## config.mk

```make
export PLATFORM = sky130hd
export DESIGN_NAME = vpc_port_decoder
export DESIGN_NICKNAME = d
export VERILOG_FILES = /design/src/rtl/vpc_pkg.sv /design/src/rtl/vpc_cmd_fsm.sv /design/src/rtl/vpc_data_steer.sv /design/src/rtl/vpc_port_decoder.sv
export SDC_FILE = /design/constraint.sdc
export NUM_CORES = 1
export LEC_CHECK = 0
export CAP_MARGIN = 10
export CORE_ASPECT_RATIO = 1.2
export CORE_MARGIN = 2
export CORE_UTILIZATION = 45
export DETAILED_ROUTE_END_ITERATION = 8
export PLACE_DENSITY = 0.81
export SYNTH_ARGS = -nofsm -noshare
export SYNTH_HDL_FRONTEND = slang
export SYNTH_HIERARCHICAL = 1
export SYNTH_SLANG_ARGS = --single-unit
```

## constraint.sdc

```tcl
create_clock -name clk -period 2.77 [get_ports clk]
set_clock_uncertainty 0.2 [all_clocks]
set_input_delay 0.554 -clock clk [delete_from_list [all_inputs] [get_ports clk]]
set_output_delay 0.554 -clock clk [all_outputs]
set_load 0.03 [all_outputs]
```

## src/rtl/vpc_pkg.sv

```systemverilog
package vpc_pkg;

  localparam int WORD_W = 16;
  localparam int CMD_W  = 6;
  localparam int STEP_W = 8;

  typedef enum logic [3:0] {
    TGT_VRAM   = 4'd1,
    TGT_COLOR  = 4'd3,
    TGT_SCROLL = 4'd5
  } tgt_code_e;

  // Mirror the low byte into both halves of a word.
  function automatic logic [WORD_W-1:0] widen_byte(input logic [WORD_W-1:0] w,
                                                   input logic is_byte);
    return is_byte ? {w[7:0], w[7:0]} : w;
  endfunction

  // Exchange the two bytes of a word when the address is odd.
  function automatic logic [WORD_W-1:0] lane_swap(input logic [WORD_W-1:0] w,
                                                  input logic odd);
    return odd ? {w[7:0], w[15:8]} : w;
  endfunction

  // Gather three 3-bit colour fields into one 9-bit word.
  function automatic logic [8:0] pack_color(input logic [WORD_W-1:0] w);
    return {w[11:9], w[7:5], w[3:1]};
  endfunction

  function automatic logic [WORD_W-1:0] step_addr(input logic [WORD_W-1:0] a,
                                                  input logic [STEP_W-1:0] s);
    return a + {{(WORD_W-STEP_W){1'b0}}, s};
  endfunction

endpackage

```

## src/rtl/vpc_cmd_fsm.sv

```systemverilog
module vpc_cmd_fsm
  import vpc_pkg::*;
#(
  parameter int STEP_REG   = 15,
  parameter int MODE_REG   = 1,
  parameter int DMA_EN_BIT = 4
) (
  input  logic              clk,
  input  logic              rst_n,
  input  logic              ctrl_wr,
  input  logic              ctrl_rd,
  input  logic              data_acc,
  input  logic              data_adv,
  input  logic [WORD_W-1:0] wword,
  output logic              pending,
  output logic [CMD_W-1:0]  cmd,
  output logic [WORD_W-1:0] addr,
  output logic [STEP_W-1:0] step,
  output logic              reg_we,
  output logic [4:0]        reg_num,
  output logic [7:0]        reg_val
);

  localparam logic [1:0] REG_FORM = 2'b10;

  logic is_reg_form;
  logic first_half;
  logic second_half;

  assign is_reg_form = !pending && (wword[15:14] == REG_FORM);
  assign first_half  = ctrl_wr && !pending && !is_reg_form;
  assign second_half = ctrl_wr && pending;

  always_ff @(posedge clk) begin
    if (!rst_n) begin
      pending <= 1'b0;
      cmd     <= '0;
      addr    <= '0;
      step    <= '0;
      reg_we  <= 1'b0;
      reg_num <= '0;
      reg_val <= '0;
    end else begin
      reg_we <= 1'b0;
      if (second_half) begin
        pending    <= 1'b0;
        cmd[5:2]   <= wword[7:4];
        addr[15:14] <= wword[1:0];
      end else if (first_half) begin
        pending    <= 1'b1;
        cmd[1:0]   <= wword[15:14];
        addr[13:0] <= wword[13:0];
      end else if (ctrl_wr) begin
        reg_we  <= 1'b1;
        reg_num <= wword[12:8];
        reg_val <= wword[7:0];
        if (wword[12:8] == 5'(MODE_REG) && !wword[DMA_EN_BIT]) cmd[5] <= 1'b0;
        if (wword[12:8] == 5'(STEP_REG)) step <= wword[7:0];
      end else if (ctrl_rd || data_acc) begin
        pending <= 1'b0;
        if (data_adv) addr <= step_addr(addr, step);
      end
    end
  end

  assert_first_half_R1: assert property (@(posedge clk) disable iff (!rst_n)
    first_half |=> (pending && cmd[1:0] == $past(wword[15:14])
                    && addr[13:0] == $past(wword[13:0])));

  assert_second_half_R2: assert property (@(posedge clk) disable iff (!rst_n)
    second_half |=> (!pending && cmd[5:2] == $past(wword[7:4])
                     && addr[15:14] == $past(wword[1:0])));

  assert_reg_form_keeps_cmd_R3: assert property (@(posedge clk) disable iff (!rst_n)
    (ctrl_wr && is_reg_form && wword[12:8] != 5'(MODE_REG)) |=> ($stable(cmd) && $stable(addr) && !pending));

  assert_pending_clear_R4: assert property (@(posedge clk) disable iff (!rst_n)
    (!ctrl_wr && (ctrl_rd || data_acc)) |=> !pending);

  assert_dma_off_clears_cmd5_R12: assert property (@(posedge clk) disable iff (!rst_n)
    (ctrl_wr && is_reg_form && wword[12:8] == 5'(MODE_REG) && !wword[DMA_EN_BIT]) |=> !cmd[5]);

endmodule

```

## src/rtl/vpc_data_steer.sv

```systemverilog
module vpc_data_steer
  import vpc_pkg::*;
#(
  parameter int SCROLL_DEPTH = 40,
  parameter int SMALL_IDX_W  = 6,
  parameter int SCROLL_W     = 10
) (
  input  logic              data_wr,
  input  logic [CMD_W-1:0]  cmd,
  input  logic [WORD_W-1:0] addr,
  input  logic [WORD_W-1:0] wword,
  output logic              hit_vram,
  output logic              hit_scroll,
  output logic              hit_color,
  output logic              accept,
  output logic [WORD_W-2:0] index,
  output logic [WORD_W-1:0] payload
);

  localparam int IDX_W = WORD_W - 1;

  logic [SMALL_IDX_W-1:0] small_idx;
  logic                   scroll_in_range;

  assign small_idx       = addr[SMALL_IDX_W:1];
  assign scroll_in_range = (int'(small_idx) < SCROLL_DEPTH);

  always_comb begin
    hit_vram   = 1'b0;
    hit_scroll = 1'b0;
    hit_color  = 1'b0;
    index      = '0;
    payload    = '0;
    if (data_wr) begin
      unique case (cmd[3:0])
        TGT_VRAM: begin
          hit_vram = 1'b1;
          index    = addr[WORD_W-1:1];
          payload  = lane_swap(wword, addr[0]);
        end
        TGT_SCROLL: begin
          hit_scroll = scroll_in_range;
          index      = IDX_W'(small_idx);
          payload    = WORD_W'(wword[SCROLL_W-1:0]);
        end
        TGT_COLOR: begin
          hit_color = 1'b1;
          index     = IDX_W'(small_idx);
          payload   = WORD_W'(pack_color(wword));
        end
        default: ;
      endcase
    end
  end

  assign accept = hit_vram | hit_scroll | hit_color;

endmodule

```

## src/rtl/vpc_port_decoder.sv

```systemverilog
module vpc_port_decoder
  import vpc_pkg::*;
#(
  parameter int SCROLL_DEPTH = 40,
  parameter int STEP_REG     = 15,
  parameter int MODE_REG     = 1,
  parameter int DMA_EN_BIT   = 4
) (
  input  logic        clk,
  input  logic        rst_n,
  input  logic        bus_wr,
  input  logic        bus_rd,
  input  logic        bus_ctrl,
  input  logic        bus_byte,
  input  logic [15:0] bus_wdata,
  input  logic        dma_busy,
  output logic [15:0] bus_rdata,
  output logic        cmd_pending,
  output logic [5:0]  cmd_code,
  output logic [15:0] cur_addr,
  output logic        reg_we,
  output logic [4:0]  reg_num,
  output logic [7:0]  reg_val,
  output logic        wr_vram,
  output logic        wr_scroll,
  output logic        wr_color,
  output logic [14:0] wr_index,
  output logic [15:0] wr_data
);

  localparam logic [WORD_W-1:0] STATUS_BASE = 16'h3400;

  logic [WORD_W-1:0] wword;
  logic              ctrl_wr, ctrl_rd, data_wr, data_acc;
  logic              hit_vram, hit_scroll, hit_color, accept;
  logic [WORD_W-2:0] index;
  logic [WORD_W-1:0] payload;
  logic [STEP_W-1:0] step;

  assign wword    = widen_byte(bus_wdata, bus_byte);
  assign ctrl_wr  = bus_wr && bus_ctrl;
  assign ctrl_rd  = bus_rd && !bus_wr && bus_ctrl;
  assign data_wr  = bus_wr && !bus_ctrl;
  assign data_acc = !bus_ctrl && (bus_wr || bus_rd);

  vpc_cmd_fsm #(
    .STEP_REG  (STEP_REG),
    .MODE_REG  (MODE_REG),
    .DMA_EN_BIT(DMA_EN_BIT)
  ) u_fsm (
    .clk     (clk),
    .rst_n   (rst_n),
    .ctrl_wr (ctrl_wr),
    .ctrl_rd (ctrl_rd),
    .data_acc(data_acc),
    .data_adv(accept),
    .wword   (wword),
    .pending (cmd_pending),
    .cmd     (cmd_code),
    .addr    (cur_addr),
    .step    (step),
    .reg_we  (reg_we),
    .reg_num (reg_num),
    .reg_val (reg_val)
  );

  vpc_data_steer #(
    .SCROLL_DEPTH(SCROLL_DEPTH)
  ) u_steer (
    .data_wr   (data_wr),
    .cmd       (cmd_code),
    .addr      (cur_addr),
    .wword     (wword),
    .hit_vram  (hit_vram),
    .hit_scroll(hit_scroll),
    .hit_color (hit_color),
    .accept    (accept),
    .index     (index),
    .payload   (payload)
  );

  always_ff @(posedge clk) begin
    if (!rst_n) begin
      wr_vram   <= 1'b0;
      wr_scroll <= 1'b0;
      wr_color  <= 1'b0;
      wr_index  <= '0;
      wr_data   <= '0;
      bus_rdata <= '0;
    end else begin
      wr_vram   <= hit_vram;
      wr_scroll <= hit_scroll;
      wr_color  <= hit_color;
      if (accept) begin
        wr_index <= index;
        wr_data  <= payload;
      end
      if (ctrl_rd)
        bus_rdata <= STATUS_BASE | {14'b0, dma_busy, 1'b0};
      else if (bus_rd && !bus_wr)
        bus_rdata <= '0;
    end
  end

  assert_status_word_R5: assert property (@(posedge clk) disable iff (!rst_n)
    ctrl_rd |=> (bus_rdata[15:2] == 14'h0D00 && bus_rdata[0] == 1'b0));

  assert_single_target_R6: assert property (@(posedge clk) disable iff (!rst_n)
    $onehot0({wr_vram, wr_scroll, wr_color}));

  assert_scroll_bound_R8: assert property (@(posedge clk) disable iff (!rst_n)
    wr_scroll |-> (int'(wr_index) < SCROLL_DEPTH));

  assert_addr_advance_R10: assert property (@(posedge clk) disable iff (!rst_n)
    (data_wr && accept) |=> (cur_addr == WORD_W'($past(cur_addr) + $past(step))));

  assert_no_advance_R6: assert property (@(posedge clk) disable iff (!rst_n)
    (data_wr && !accept) |=> $stable(cur_addr));

endmodule

```

* Word-level counts from Yosys, hierarchy flattened *
Cells that the tools add are included.

storage, ports and cells
  latch bits = 0
  bits in read-only memories = 0
  register bits = 83
  output and inout port bits = 87
  word-level logic and storage cells = 94
  bits of input ports = 23
  RAM bits = 0
  memories kept = 0

operators by class
  bitwise operators = 5
  $lt $le $gt $ge = 1
  mux-type cells = 28
  $add $sub $neg = 1
  div/mod/pow operators = 0
  equality and inequality tests = 9
  shifts and indexed selects = 0
  multipliers = 0
  reduce and logical (&&, ||, !) cells = 34

operators with widths
  cell                                                                   number
  16-bit two-way mux                                                     6
  16-bit one-hot mux with 3 select lines                                 1
  14-bit two-way mux                                                     3
  15-bit one-hot mux with 2 select lines                                 1
  16-bit by 8-bit adder with 16-bit output                               1
  15-bit two-way mux                                                     1
  1-bit two-way mux                                                      14
  2-bit nonzero test                                                     7
  4-bit AND reduction                                                    3
  1-bit logical AND                                                      10
  6-bit less-than comparator, second input constant                      1
  2-bit inequality test, second input constant                           3
  3-bit AND reduction                                                    2
  5-bit by 1-bit equality test with 1-bit output, second input constant  1
  5-bit by 4-bit equality test with 1-bit output, second input constant  1
  1-bit zero test                                                        5
  4-bit by 1-bit equality test with 1-bit output, second input constant  1
  4-bit by 2-bit equality test with 1-bit output, second input constant  1
  4-bit by 3-bit equality test with 1-bit output, second input constant  1
  2-bit two-way mux                                                      2
  2-bit AND reduction                                                    2
  2-bit OR reduction                                                     2
  1-bit NOT                                                              3
  3-bit OR reduction                                                     1
  other kinds (3)                                                        5

* Depth between registers and ports, before layout *
Gate-level depths: netlist (run 1).

  word-level depth = 10
  depth in mapped cells = 10
  mapped depth without buffers = 8

* Hierarchy *
The synthesis (run 1) kept the hierarchy.

modules (own cells, without submodules)
  module            cells each  area each (sq um)  seq. area each (sq um)  instances
  vpc_cmd_fsm       262         2210.9             900.9                   1
  vpc_port_decoder  143         1600.3             720.7                   1
  vpc_data_steer    92          656.9              0.0                     1

* Least setup slack after synthesis (run 1) *
Ideal clock, no wire load.

  path type = input port to flip-flop
  from = input bus_wr
  to = register u_fsm.addr[13]
  stages on the path = 9
  required time = 2491 ps
  library setup time = 79 ps
  setup slack = 65 ps
  buffers on the path = 1
  arrival time = 2426 ps
  cells stage by stage = nor2b_1 > clkbuf_1 > nand2_1 > a21oi_1 > inv_1 > nor3_4 > nand2_2 > or4b_1 > o211ai_1

between the ends
  word-level cells in the longest chain between the ends = 6
  elaborated cells between the ends (all ways) = 22
  those cells by class = eq/ne: 1; mux: 4; bitwise: 3; reduce/logical: 14

ends and longest elaborated chain
  element                          RTL line                text
  from (decl)                      vpc_port_decoder.sv:11  input logic bus_wr,
  1-bit logical AND *              vpc_port_decoder.sv:43  assign data_wr = bus_wr && !bus_ctrl;
  1-bit two-way mux                vpc_data_steer.sv:34    if (data_wr) begin
  1-bit bitwise OR                 vpc_data_steer.sv:56    assign accept = hit_vram | hit_scroll | hit_color;
  1-bit bitwise OR *               vpc_data_steer.sv:56
  net accept                       vpc_port_decoder.sv:35  logic hit_vram, hit_scroll, hit_color, accept;
  2-bit nonzero test (no line) *   --
  4-bit AND reduction (no line) *  --
  to (signal assigned)             vpc_cmd_fsm.sv:52       addr[13:0] <= wword[13:0];
  to (signal assigned)             vpc_cmd_fsm.sv:61       if (data_adv) addr <= step_addr(addr, step);
  to (decl)                        vpc_cmd_fsm.sv:17       output logic [WORD_W-1:0] addr,

Mark *: on every way through the listed nets, which the timed path passes. The rest lies on a longest branch.
A chain may end at the register's enable or synchronous reset.

* Final worst setup path (run 1) *
  from = input bus_wr
  to = register u_fsm.addr[11]

between the ends
  word-level cells in the longest chain between the ends = 6
  elaborated cells between the ends (all ways) = 22
  those cells by class = eq/ne: 1; mux: 4; bitwise: 3; reduce/logical: 14

ends and longest elaborated chain
  element                          RTL line                text
  1-bit logical AND *              vpc_port_decoder.sv:43
  net data_wr                      vpc_port_decoder.sv:34  logic ctrl_wr, ctrl_rd, data_wr, data_acc;
  1-bit two-way mux                vpc_data_steer.sv:34
  1-bit bitwise OR                 vpc_data_steer.sv:56
  1-bit bitwise OR *               vpc_data_steer.sv:56
  net accept                       vpc_port_decoder.sv:35
  2-bit nonzero test (no line) *   --
  4-bit AND reduction (no line) *  --

Marked as above.

==> out/qor.txt, run 1 <==
Root Driver = clkbuf_16
Design Area, Final = 6050 sq um
max-slew violations = 0
Yosys top cell area share = 36.3%
adder-cell share of the synthesized area = 2.69%
Core Area = 9610 sq um
commonest non-fill, non-tap cell in the layout = clkdlybuf4s50_1
Post-Syn Area = 4470 sq um
htree depth = 3
hpwl dp = 9440 microns
Seq/Total Area, Yosys = 36.3%
residual DRC count = 0
DRT Pass-1 Iters = 5
CTS tree = yes
most frequent cells in the layout = 97 x clkdlybuf4s50_1, 81 x dfxtp_1, 57 x nand2_1
Post-synth EDFFs = 0
die area = 10700 sq um
WHS = 0.258 ns
synthesized area per cell = 8.99 sq um
CP Max Fanout = 5
f_max = 389 MHz
share of cells above drive strength 1 = 13.0%
RSZ-0062 raised after global routing = false
initial antenna violation count = 0
largest net degree at the start of global routing = 33
CP required = 2.83 ns
Register Area = 1620 sq um
Longest Clk Path Bufs = 2
wirelength, routed = 12700 microns
post-layout min period = 2.57 ns
row cnt = 39
Layout Utilization = 63.0%
vias in the first global route = 4130
WP data arrival = 2.63 ns
clock slew at reported path FFs = 0.06 ns
Die Y = 113 microns
Synth area leader = dfxtp_1
worst slew pin tran = 0.559 ns
area occupied by multi-input gates = 2600 sq um
area delta synth->final = 35.5%
Worst VDD drop = 303 uV
die width = 95.0 microns
synthesis warning total = 6
global-route wire length before repair = 20600 microns
fin crit share = 92.8%
compound-cell area share of the yosys netlist = 15.1%
Top Ports = 110
synth unique cells = 65
dpl cell area = 5700 sq um
# nets final = 648
Syn Inst Count = 497
vias after detailed routing = 4120
WS Path Type = input port to flop
maxcap violations = 0
wire length per cell after detailed routing = 17.1 microns
mux cell area share after synthesis = 14.4%
P_leak = 0.00224 uW
FILL cells = 800
Tot GR Track Use = 24.6%
hold_buf cts = 0
gp weighted congestion = 0.881
FF+latch count, synth = 81
Post-CTS Setup Repair Bufs = 0
clk sinks = 81
number of CTS-inserted buffers = 9
PD cells = 499 nW/um^2
Starting DRT DRC Count = 287
Async SR Flop Fraction = 0%
status = finished clean
CP endpoint kind = flop
kind of start point of the critical path = input port
main combinational cell family by area after synthesis = simple AND/OR/NAND/NOR gates
final hold violation count = 0
antenna cells = 0
post-synthesis simple-gate area fraction = 23.7%
Slew HR = 62.7%
Avg Vias per Cell = 5.54
CTS resizes = 0
Synth area leaders = dfxtp_1 36%, mux2i_1 12%, nor2b_1 5.2%
final-report setup violation count = 0
post-synthesis xor/xnor area fraction = 1.18%
Final ANT Viol Nets = 0
total grt overflow = 0
Initial Util = 46.5%
Top FF cell, synth = dfxtp_1
Hold Path Class = flop to flop
latest clock arrival within the worst-skew pair = 0.34 ns
IO buf count = 97
## kinds of logic (layout without fill, tap and decap cells)
logic type               count (synthesis)  in the layout
adder cells (fa/ha/maj)                  9              9
AO/OA/AOI/OAI                           94             94
other                                    1             12
flip-flops                              81             81
multiplexers                            63             63
buffers and inverters                   46            159
XOR/XNOR                                 6              6
AND/OR/NAND/NOR                        197            197
## synth_stat cells (2+ instances only)
cell type and instances:
and3_1 6, dfxtp_1 81, o21ai_0 5, nand2_1 57, or4_1 3, ha_1 8
nor2b_1 37, o221ai_1 3, buf_2 6, nor2_1 29, and4_1 2, nand2b_1 6
a22o_1 8, inv_1 3, and2b_1 2, mux2_2 9, nor3_4 2, or3_1 4
o2111a_1 8, buf_12 3, buf_4 14, buf_6 2, nor3_1 3, xor2_1 3
or4b_1 2, clkbuf_1 16, o211ai_1 3, mux2i_1 54, a31oi_1 3, o2111ai_1 3
xnor2_1 3, nand4_1 2, a21oi_1 31, nand3_1 10, nor2_2 2, a22oi_1 12
and2_1 21, o22ai_1 4
## metal layers
layer,track usage (%),routed length (microns),part of all wire [%]
met1,30.9,5370,42
met4,11.0,316,2.5
met5,0,0,0
met3,3.60,640,5.0
met2,41.6,6360,50
## cell type report
type	count	area share (%)
clock buffer	10	3.95
clock inverter	6	1.86
inverter	5	0.310
multi-input combinational	381	43.0
sequential	81	26.8
tap	123	2.54
timing repair buffer	138	21.5
## path summary, 6_finish.rpt
kind,start,endpoint,slack (ns),cells after the start
hold / removal,u_fsm/reg_val[5]$_SDFFE_PN0P_,u_fsm/reg_val[5]$_SDFFE_PN0P_,0.26,2
setup / recovery,bus_wr,u_fsm/addr[11]$_SDFFE_PN0P_,0.20,9
setup reg to reg,u_fsm/addr[1]$_SDFFE_PN0P_,u_fsm/addr[9]$_SDFFE_PN0P_,0.40,6
hold reg to reg,u_fsm/reg_val[5]$_SDFFE_PN0P_,u_fsm/reg_val[5]$_SDFFE_PN0P_,0.26,2
## stage by stage
stage,TNS [ns],worst slack [ns],total power (uW),instances
after detailed placement,-0.648,-0.109,1640,728
after CTS,0,0.220,3040,744
final,0,0.199,3020,744
after global routing,0,0.0620,3110,744
after floorplan,0,0.0653,1480,508
after global placement,-0.392,-0.0809,1640,728
## critical path: stages
cell and delay [ns]:
clkdlybuf4s50_1 0.47, nor2b_1 0.22, nand2_1 0.14, a21oi_4 0.14, inv_1 0.09, nor3_4 0.25, inv_2 0.08, or4_1 0.49
o221ai_1 0.20
## sequential cells by signal (all words and copies together) (netlist names)
register and flops:
bus_rdata 2, u_fsm/reg_we 1, u_fsm/cmd 6, u_fsm/reg_num 5, wr_color 1, u_fsm/step 8
u_fsm/reg_val 8, u_fsm/pending 1, wr_data 16, wr_vram 1, wr_scroll 1, u_fsm/addr 16
wr_index 15
## report_power, final
group / switching, uW / internal, uW
clock: 486 / 908
combinational: 234 / 170
sequential: 32.1 / 1190
Note: power is estimated with default switching activity, not from simulation.
==> run 2, diff against run 1 <==
--- a/config.mk
+++ b/config.mk
@@ -8,9 +8,9 @@
 export CAP_MARGIN = 10
 export CORE_ASPECT_RATIO = 1.2
 export CORE_MARGIN = 2
-export CORE_UTILIZATION = 45
+export CORE_UTILIZATION = 30
 export DETAILED_ROUTE_END_ITERATION = 8
-export PLACE_DENSITY = 0.81
+export PLACE_DENSITY = 0.59
 export SYNTH_ARGS = -nofsm -noshare
 export SYNTH_HDL_FRONTEND = slang
 export SYNTH_HIERARCHICAL = 1
==> out/qor.txt, run 2 (same netlist as run 1, synthesis figures left out) <==
status = finished clean
Hold Path Class = flop to flop
CP required = 2.84 ns (about the same)
Core Area = 14500 sq um (+51%)
Longest Clk Path Bufs = 2 (unchanged)
commonest non-fill, non-tap cell in the layout = clkdlybuf4s50_1
wirelength, routed = 13300 microns (+5.1%)
CP Max Fanout = 10 (+5)
WHS = 0.257 ns (-0.00137 ns)
row cnt = 48 (+23%)
latest clock arrival within the worst-skew pair = 0.34 ns (about the same)
DRT Pass-1 Iters = 5 (unchanged)
total grt overflow = 0 (unchanged)
Avg Vias per Cell = 4.93 (-11%)
WP data arrival = 2.68 ns (+0.05 ns)
die width = 115 microns (+22%)
maxcap violations = 0 (unchanged)
Starting DRT DRC Count = 214 (-25%)
largest net degree at the start of global routing = 33 (unchanged)
final-report setup violation count = 0 (unchanged)
IO buf count = 97 (unchanged)
CP endpoint kind = flop
clk sinks = 81 (unchanged)
setup tns final = 0 ns (unchanged)
Tot Pwr = 2760 uW (-8.7%)
wire length per cell after detailed routing = 16.2 microns (-4.9%)
hold_buf cts = 0 (unchanged)
fin crit share = 94.3% (+1.5 points)
vias in the first global route = 3976 (-3.7%)
Initial Util = 30.9% (-16 points)
Largest regs = u_fsm/addr: 16 flops, wr_data: 16 flops, wr_index: 15 flops
most frequent cells in the layout = 97 x clkdlybuf4s50_1, 81 x dfxtp_1, 57 x nand2_1
WS Path Type = input port to flop
worst slew pin tran = 0.567 ns (+0.00866 ns)
Placed Instances = 807 (+11%)
antenna cells = 0 (unchanged)
max-slew violations = 0 (unchanged)
die area = 15900 sq um (+48%)
P_leak = 0.00221 uW (-1.3%)
PD cells = 452 nW/um^2 (-9.3%)
clock slew at reported path FFs = 0.06 ns (about the same)
Post-CTS Setup Repair Bufs = 0 (unchanged)
area delta synth->final = 36.4%
Worst VDD drop = 272 uV (-10%)
Final ANT Viol Nets = 0 (unchanged)
htree depth = 3 (unchanged)
post-layout min period = 2.61 ns (+0.0423 ns)
residual DRC count = 0 (unchanged)
kind of start point of the critical path = input port
Tot GR Track Use = 17.1% (-7.5 points)
vias after detailed routing = 4054 (-1.6%)
final hold violation count = 0 (unchanged)
initial antenna violation count = 0 (unchanged)
number of CTS-inserted buffers = 9 (unchanged)
share of cells above drive strength 1 = 13.2% (+0.14 points)
global-route wire length before repair = 21000 microns (+1.7%)
Slew HR = 62.1% (-0.58 points)
Root Driver = clkbuf_16
Finished Layout Cells = 822 (+10%)
RSZ-0062 raised after global routing = false
CTS tree = yes
CTS resizes = 0 (unchanged)
Die Y = 138 microns (+22%)
hpwl dp = 10100 microns (+7.5%)
# nets final = 650 (+0.31%)
gp weighted congestion = 0.831 (-5.7%)
Top Ports = 110 (unchanged)
f_max = 383 MHz (-1.6%)
## run 2: changes by cell type in the layout (fill, tap and decap cells not counted), sizes merged
| cell | change |
|---|---|
| bufinv | -3 |
| buf | +2 |
| clkinvlp | +2 |
| clkbuf | +1 |
| inv | -1 |
## run 2: layer usage
metal  track usage (%)  part of all wire, %  vias up
li1                  -                    -     1977
met1              21.4                   44     1950
met2              28.7                   49      109
met3              4.14                  5.2       18
met4              5.69                  1.8        0
met5                 0                    0        -
## run 2: cell type report
| class | instances | area [sq um] |
|---|---|---|
| Clock buffer | 11 | 253 |
| Multi-Input combinational cell | 381 | 2600 |
| Sequential cell | 81 | 1620 |
| Fill cell | 1439 | 8380 |
| Inverter | 5 | 18.8 |
| Timing Repair Buffer | 140 | 1320 |
| Tap cell | 200 | 250 |
| Clock inverter | 4 | 28.8 |
## run 2: stage by stage
| step | utilization [%] | worst slack (ns) | cell area, sq um |
|---|---|---|---|
| after global routing | 42.1 | 0.0484 | 6090 |
| after global placement | 40.2 | -0.138 | 5810 |
| final | 42.1 | 0.157 | 6090 |
| after detailed placement | 40.2 | -0.177 | 5810 |
| after CTS | 42.1 | 0.162 | 6090 |
| after floorplan | - | 0.0653 | 4510 |
## run 2: where the power goes
group          switching (uW)  internal (uW)
Clock                     477            651
Combinational             237            174
Sequential               31.0           1190
Total                     745           2010
## run 2: final timing paths
path                                               startpoint                       endpoint  slack (ns)  cells after the start
worst max-delay path                                   bus_wr     u_fsm/addr[9]$_SDFFE_PN0P_        0.16                     10
worst min-delay path            u_fsm/reg_val[4]$_SDFFE_PN0P_  u_fsm/reg_val[4]$_SDFFE_PN0P_        0.26                      2
worst max register to register     u_fsm/step[0]$_SDFFE_PN0P_    u_fsm/addr[10]$_SDFFE_PN0P_        0.30                      7
worst min register to register  u_fsm/reg_val[4]$_SDFFE_PN0P_  u_fsm/reg_val[4]$_SDFFE_PN0P_        0.26                      2
## run 2: critical path, stage by stage
cell,delay [ns]
clkdlybuf4s50_1,0.47
nor2b_1,0.23
nand2_1,0.16
a21oi_4,0.14
inv_1,0.09
nor3_4,0.25
buf_4,0.22
nand2_1,0.08
or3_1,0.31
a31oi_1,0.17
